--- src/rtl/ctl_pkg.sv ---
package ctl_pkg;
  localparam int INSTR_W = 16;
  localparam int REG_W   = 3;
  localparam int FN_W    = 5;
  localparam int OFF_W   = 6;
  localparam logic [FN_W-1:0] FN_PASS_A = 5'b00111;

  typedef enum logic [2:0] {
    OP_ALU_R  = 3'b000,
    OP_SHF_R  = 3'b001,
    OP_STORE  = 3'b010,
    OP_LOAD   = 3'b011,
    OP_ALU_I  = 3'b100,
    OP_SHF_I  = 3'b101,
    OP_BRANCH = 3'b110,
    OP_JUMP   = 3'b111
  } opgrp_e;

  typedef enum logic [2:0] {
    CND_NEVER  = 3'b000,
    CND_NEG    = 3'b001,
    CND_CARRY  = 3'b010,
    CND_ZERO   = 3'b011,
    CND_OVF    = 3'b100,
    CND_NZERO  = 3'b101,
    CND_NNEG   = 3'b110,
    CND_ALWAYS = 3'b111
  } cond_e;

  typedef struct packed {
    logic             rf_we;
    logic [REG_W-1:0] dst;
    logic [REG_W-1:0] src_a;
    logic [REG_W-1:0] src_b;
    logic             opb_imm;
    logic             wb_mem;
    logic [FN_W-1:0]  alu_fn;
    logic             dmem_we;
  } ctrl_word_t;

  typedef struct packed {
    logic             redirect;  // jump or branch
    logic             uncond;    // jump
    logic [2:0]       cond;
    logic [OFF_W-1:0] off;
  } flow_t;
endpackage

--- src/rtl/ctl_decoder.sv ---
module ctl_decoder
  import ctl_pkg::*;
(
  input  logic [INSTR_W-1:0] instr_i,
  output ctrl_word_t         ctrl_o,
  output flow_t              flow_o
);
  logic [2:0] grp;
  logic       i15, i14, i13;
  logic       alu_grp;

  assign grp = instr_i[15:13];
  assign i15 = instr_i[15];
  assign i14 = instr_i[14];
  assign i13 = instr_i[13];

  always_comb begin
    case (opgrp_e'(grp))
      OP_ALU_R, OP_SHF_R, OP_ALU_I, OP_SHF_I: alu_grp = 1'b1;
      default:                                alu_grp = 1'b0;
    endcase
  end

  always_comb begin
    ctrl_o.dst     = instr_i[8:6];
    ctrl_o.src_a   = instr_i[5:3];
    ctrl_o.src_b   = instr_i[2:0];
    ctrl_o.opb_imm = i15;
    ctrl_o.rf_we   = ~i14 | (~i15 & i13);
    ctrl_o.dmem_we = ~i15 & i14 & ~i13;
    // memory write-back only matters when the register file is written
    ctrl_o.wb_mem  = i14 & ctrl_o.rf_we;
    ctrl_o.alu_fn  = alu_grp ? instr_i[13:9] : FN_PASS_A;
  end

  always_comb begin
    flow_o.redirect = i15 & i14;
    flow_o.uncond   = i13;
    flow_o.cond     = instr_i[11:9];
    flow_o.off      = {instr_i[8:6], instr_i[2:0]};
  end
endmodule

--- src/rtl/ctl_branch.sv ---
module ctl_branch
  import ctl_pkg::*;
#(
  parameter int PC_W = 16
) (
  input  flow_t           flow_i,
  input  logic            flag_v_i,
  input  logic            flag_c_i,
  input  logic            flag_n_i,
  input  logic            flag_z_i,
  input  logic [PC_W-1:0] pc_i,
  output logic [PC_W-1:0] next_pc_o
);
  localparam int EXT_W = PC_W - OFF_W;

  logic            cond_ok;
  logic            take;
  logic [PC_W-1:0] off_ext;
  logic [PC_W-1:0] target;
  logic [PC_W-1:0] seq_pc;

  always_comb begin
    case (cond_e'(flow_i.cond))
      CND_NEVER:  cond_ok = 1'b0;
      CND_NEG:    cond_ok = flag_n_i;
      CND_CARRY:  cond_ok = flag_c_i;
      CND_ZERO:   cond_ok = flag_z_i;
      CND_OVF:    cond_ok = flag_v_i;
      CND_NZERO:  cond_ok = ~flag_z_i;
      CND_NNEG:   cond_ok = ~flag_n_i;
      default:    cond_ok = 1'b1;
    endcase
  end

  assign take    = flow_i.redirect & (flow_i.uncond | cond_ok);
  assign off_ext = {{EXT_W{flow_i.off[OFF_W-1]}}, flow_i.off};
  // one adder shared by jumps and taken branches
  assign target  = pc_i + off_ext;
  assign seq_pc  = pc_i + PC_W'(1);

  assign next_pc_o = take ? target : seq_pc;
endmodule

--- src/rtl/ctl_pc.sv ---
module ctl_pc #(
  parameter int PC_W = 16
) (
  input  logic            clk_i,
  input  logic            rst_ni,
  input  logic [PC_W-1:0] next_pc_i,
  output logic [PC_W-1:0] pc_o
);
  always_ff @(posedge clk_i or negedge rst_ni) begin
    if (!rst_ni) pc_o <= '0;
    else         pc_o <= next_pc_i;
  end
endmodule

--- src/rtl/cpu_ctl.sv ---
module cpu_ctl
  import ctl_pkg::*;
#(
  parameter int PC_W = 16
) (
  input  logic                 clk_i,
  input  logic                 rst_ni,
  input  logic [INSTR_W-1:0]   instr_i,
  input  logic                 flag_v_i,
  input  logic                 flag_c_i,
  input  logic                 flag_n_i,
  input  logic                 flag_z_i,
  output logic [PC_W-1:0]      imem_addr_o,
  output logic                 rf_we_o,
  output logic [REG_W-1:0]     rf_dst_o,
  output logic [REG_W-1:0]     rf_src_a_o,
  output logic [REG_W-1:0]     rf_src_b_o,
  output logic                 opb_imm_o,
  output logic                 wb_mem_o,
  output logic [FN_W-1:0]      alu_fn_o,
  output logic                 dmem_we_o
);
  ctrl_word_t      ctrl;
  flow_t           flow;
  logic [PC_W-1:0] pc_q;
  logic [PC_W-1:0] pc_d;

  ctl_decoder u_dec (
    .instr_i (instr_i),
    .ctrl_o  (ctrl),
    .flow_o  (flow)
  );

  ctl_branch #(.PC_W(PC_W)) u_br (
    .flow_i    (flow),
    .flag_v_i  (flag_v_i),
    .flag_c_i  (flag_c_i),
    .flag_n_i  (flag_n_i),
    .flag_z_i  (flag_z_i),
    .pc_i      (pc_q),
    .next_pc_o (pc_d)
  );

  ctl_pc #(.PC_W(PC_W)) u_pc (
    .clk_i     (clk_i),
    .rst_ni    (rst_ni),
    .next_pc_i (pc_d),
    .pc_o      (pc_q)
  );

  assign imem_addr_o = pc_q;
  assign rf_we_o     = ctrl.rf_we;
  assign rf_dst_o    = ctrl.dst;
  assign rf_src_a_o  = ctrl.src_a;
  assign rf_src_b_o  = ctrl.src_b;
  assign opb_imm_o   = ctrl.opb_imm;
  assign wb_mem_o    = ctrl.wb_mem;
  assign alu_fn_o    = ctrl.alu_fn;
  assign dmem_we_o   = ctrl.dmem_we;
endmodule

--- config.mk ---
export PLATFORM = sky130hd
export DESIGN_NAME = cpu_ctl
export DESIGN_NICKNAME = d
export VERILOG_FILES = /design/src/rtl/ctl_pkg.sv /design/src/rtl/ctl_decoder.sv /design/src/rtl/ctl_branch.sv /design/src/rtl/ctl_pc.sv /design/src/rtl/cpu_ctl.sv
export SDC_FILE = /design/constraint.sdc
export NUM_CORES = 1
export LEC_CHECK = 0
export CELL_PAD_IN_SITES_DETAIL_PLACEMENT = 1
export CELL_PAD_IN_SITES_GLOBAL_PLACEMENT = 1
export CORE_MARGIN = 10
export CORE_UTILIZATION = 30
export CTS_BUF_LIST = sky130_fd_sc_hd__clkbuf_2 sky130_fd_sc_hd__clkbuf_4 sky130_fd_sc_hd__clkbuf_8
export DETAILED_ROUTE_END_ITERATION = 8
export PLACE_DENSITY_LB_ADDON = 0.1
export SKIP_LAST_GASP = 1
export SYNTH_ARGS = -nofsm -noshare
export SYNTH_HDL_FRONTEND = slang
export SYNTH_SLANG_ARGS = --single-unit
--- constraint.sdc ---
create_clock -name clk_i -period 2.1 [get_ports clk_i]
set_clock_uncertainty 0.05 [all_clocks]
set_input_delay 0.42 -clock clk_i [delete_from_list [all_inputs] [get_ports clk_i]]
set_output_delay 0.42 -clock clk_i [all_outputs]
set_load 0.005 [all_outputs]
# After elaboration in Yosys (flattened, before gate mapping)
# Index checks and enable logic that the tools add are counted.
# word_totals
register_bits	16
elab_cells	32
output_inout_bits	34
# classes
n_reduce_logical	3
n_mux	4
addsub	2
eq_ne	9
bitwise	13
# ops
operator	count
adder 16 x 1 -> 16 bit (second input constant)	1
adder 16 bit	1
two-way mux 16 bit	1
equality test 3 bit (second input constant)	5
one-hot mux 1 bit (7 select lines)	1
bitwise AND 1 bit	6
equality test 3 x 1 -> 1 bit (second input constant)	2
equality test 3 x 2 -> 1 bit (second input constant)	2
logical NOT 3 bit	2
two-way mux 5 bit	1
NOT 1 bit	5
OR reduction 4 bit	1
bitwise OR 1 bit	2
two-way mux 1 bit	1

# Depth between registers and ports, before layout
# logic_depth
word_depth	5
mapped_depth	12

# Cells and area by module
# A second synthesis with hierarchy kept.
# hier_totals
cells_unflattened	155
area_unflattened_um2	1446.4
# modules_own_cells
module	seq_area_each_um2	area_per_inst_um2	n_inst	cells_each
ctl_branch	0.0	827.0	1	109
ctl_pc	400.4	400.4	1	16
ctl_decoder	0.0	219.0	1	30

# Least setup slack after synthesis
# Ideal clock, no wire load.
# synth_timing
kind	input port to flip-flop
start	in instr_i[10]
end	reg u_pc.pc_o[12]
arrival_ns	2.700
required_ns	1.981
setup_slack_ns	-0.719
stages	10
n_path_buf	0
cell_sequence	or3b_1 a31oi_1 nand2b_1 ha_1 fa_1 a21oi_1 o211a_1 o21ai_1 or4_1 nand3_1
# synth_via
elab_chain_cells	5
# synth_lines
element	line_no	rtl
start, declared	cpu_ctl.sv:8	input logic [INSTR_W-1:0] instr_i,
equality test 3 bit, or another cell as far along	ctl_branch.sv:23	case (cond_e'(flow_i.cond))
one-hot mux 1 bit (7 select lines) *	ctl_branch.sv:23	
bitwise OR 1 bit *	ctl_branch.sv:35	assign take = flow_i.redirect & (flow_i.uncond | cond_ok);
bitwise AND 1 bit *	ctl_branch.sv:35	
two-way mux 16 bit *	ctl_branch.sv:41	assign next_pc_o = take ? target : seq_pc;
net pc_d[12]	cpu_ctl.sv:26	logic [PC_W-1:0] pc_d;
end signal, assigned	ctl_pc.sv:11	else pc_o <= next_pc_i;
end, declared	ctl_pc.sv:7	output logic [PC_W-1:0] pc_o
# The timed path passes the listed nets; every way through them passes the cells marked *.

# Worst setup path in the final report
# layout_timing
start	in instr_i[10]
end	reg u_pc.pc_o[13]
# Same word-level chain as after synthesis.

==> impl_results.md <==
* Synth unique cells at 50
* Gate Count Post-Synth at 161
* Max FO, Critical Path at 5
* Startpoint Class: input pin
* Die Ht at 90.15 um
* Gpl congestion at between 0.8 and 0.9
* Cts hold-fix bufs at 0
* Largest net degree at the start of global routing at 17
* Max FFs per register at 16
* CTS buffer count at 3
* Post-DRT Antenna Nets at 0
* Number of synthesized flops with an enable pin at 0
* Status: finished with violations
* Peak Freq at 361.2 MHz
* Period minus WS final at 2769 ps
* Synthesized Nets at a little under 200
* DR vias/cell at ~5.3
* GRT overflow at 0
* CP required at approximately 2200 ps
* Worst R2R End: u_pc.pc_o[12]$_DFF_PN0_
* GRT Overall Usage at 0.1507
* LEAKAGE at roughly 1.4 nW
* Endpoint class of the critical path: flip-flop
* Placed insts at 315
* Die area at 0.008127 mm2
* Worst min path class: in -> async
* Routed WL per cell at 23.27 um
* Worst-path clk slew at 80 ps
* Residual DRC count at 0
* Post-Syn Area at 0.001476 mm2
* Post-DP HPWL at ~4600 um
* Worst IR Drop VDD at 0.6790 mV
* CTS tree: yes
* Layout overhead on the synthesized area at 112.1%
* Initial core utilization at 0.3105
* Yosys warns at 0
* Max-slew violations at 0
* RSZ-0062 raised after global routing: yes
* Power Dens Cells at about 1300 mW/mm2
* Max-cap violations at 0
* Vias in the first global route at 1933
* R2R depth at 7
* Vias at 1795
* Final Setup Violations at 15
* CTS Sinks at 16
* Clock Path Buffers at 2
* Num rows at 25
* Routed Wire Length at 7934 um
* Sequential-to-total area share from yosys stat at 0.2712
* Ys async rst share at 1.000
* # diodes at 0
* Fraction of layout cells with a size suffix above 1 at 0.5766
* Worst-margin pin slew at 359.1 ps
* Top Registers: u_pc.pc_o: 16 flops
* Input/output buffers at 49
* Horiz. Die Dim at 90.15 um
* Syn avg cell area at 9.170 um2
* Ys flop type: dfrtp_1
* Core area at about 0.0048 mm2
* Top Ports at between 50 and 60
* Max-slew headroom at 0.7586
* Final setup margin at -668.8 ps
* Drt pass-1 iters at 4
* Arrival time worst endpoint at 2850 ps
* R2R setup slack at 10 ps
* Clk Latency, worst-skew pair at 270 ps
* Clk root buf: clkbuf_8
* First-pass GRT wire length at slightly above 10000 um
* Largest Register: u_pc.pc_o
* Type of the worst setup path: in -> reg
* Iteration-0 DRC count of the detailed router at 93
* Fin cells at 341
* H-Tree Depth at 1
* Most frequent cells in the layout: buf_4 (56), clkdlybuf4s50_1 (38), buf_6 (17), dfrtp_1 (16), ha_4 (10)
* Reg2Reg Launch Point: u_pc.pc_o[0]$_DFF_PN0_
* Setup_tns at -5885 ps
* #FFs+latches synth at 16
* Final period util at 1.318
* Violated checks: negative setup slack
* Initial antenna violation count at 0
* Fin. Hold Viols at 0
* Final net count at 313
* Most common cell after layout, fill and taps aside: buf_4
Yosys cell counts (2+ instances only):
cell type  number  share of area
nor4_1          2         0.0085
mux2i_1         2          0.014
o21a_1          3          0.015
xnor2_1         7          0.042
nand2_1         4          0.010
ha_1           15           0.13
o211a_1         2          0.014
a31oi_1         4          0.017
a211oi_2        2          0.017
xor2_1          4          0.024
inv_1           7          0.018
dfrtp_1        16           0.27
nor3b_1         2          0.010
nor2_1          5          0.013
o211ai_1        3          0.015
nand3_1         2         0.0068
nor2b_1         2         0.0085
nand4_1         2         0.0085
o21ai_0         9          0.031
or2_2           4          0.017
o21ai_1         2         0.0068
and2_1          6          0.025
and3_1          2         0.0085
nand2b_1        4          0.017
nor3_1          4          0.014
a21oi_1         9          0.031
a21o_1          5          0.025
buf_4          10          0.051
area by class of cell:
type	count	area, um2
clock buffers	4	55.05
flip-flops and latches	16	400.4
repair buffers	120	1069
multi-input cells	127	1494
fillers	492	1623
well taps	67	83.83
inverters	7	30.03
where the power goes:
group | switching (mW) | total [mW] | internal (mW)
Sequential | 0.170 | 0.638 | 0.468
Combinational | 1.34 | 2.98 | 1.63
Clock | 0.143 | 0.310 | 0.167
Total | 1.65 | 3.92 | 2.27
timing repair:
| action | 4_1_cts | 5_1_grt |
|---|---|---|
| pin swaps | 22 | 45 |
| setup buffers | 6 | 17 |
| setup endpoints to repair | 23 | 15 |
| gates resized for setup | 56 | 75 |
stage by stage:
step	area, um2	hold WS [ps]	worst slack [ps]	util	total power, mW
global route	3132	454.8	-769.7	0.6587	4.121
CTS	2713	453.3	-602.5	0.5705	3.137
finish	3132	438.6	-668.8	0.6587	3.923
global placement	2467	472.5	-1187	0.5189	2.553
floorplan	1605	74.41	-525.4	-	1.594
detailed placement	2467	478.2	-1253	0.5189	2.652
layer usage:
metal / wire (um) / track usage / vias up / share of wire
met4: 189 / 0.03979 / 0 / 0.024
met2: 4458 / 0.2875 / 47 / 0.56
met5: 0 / 0 / - / 0
met1: 2980 / 0.1566 / 912 / 0.38
met3: 306 / 0.04156 / 16 / 0.039
li1: - / - / 820 / -
cells by family after synthesis:
kind of cell | Yosys count | share of synthesized area
compound gates | 51 | 0.2432
simple gates | 47 | 0.1941
buf+inv | 18 | 0.07203
fa+ha+maj | 16 | 0.1407
flops | 16 | 0.2712
xor+xnor | 11 | 0.06525
mux | 2 | 0.01356
worst max path at each step:
stage	startpoint	to	slack, ps	depth (start not counted)
detailed placement	instr_i[11]	u_pc.pc_o[15]$_DFF_PN0_	-1250	13
global placement	instr_i[11]	u_pc.pc_o[15]$_DFF_PN0_	-1190	13
CTS	instr_i[11]	u_pc.pc_o[14]$_DFF_PN0_	-600	11
global route	instr_i[10]	u_pc.pc_o[13]$_DFF_PN0_	-770	12
finish	instr_i[10]	u_pc.pc_o[13]$_DFF_PN0_	-670	12
floorplan	instr_i[10]	u_pc.pc_o[12]$_DFF_PN0_	-530	10
critical path, cell delays in order:
cell and delay [ps]:
buf_8 110, or3b_4 430, a31oi_4 160, o211ai_1 160
inv_2 160, buf_6 120, ha_4 210, a21o_4 240
a211oi_4 270, nor4_2 90, a2111oi_2 340, o311ai_1 150
Power figures use the tool's default switching activity.
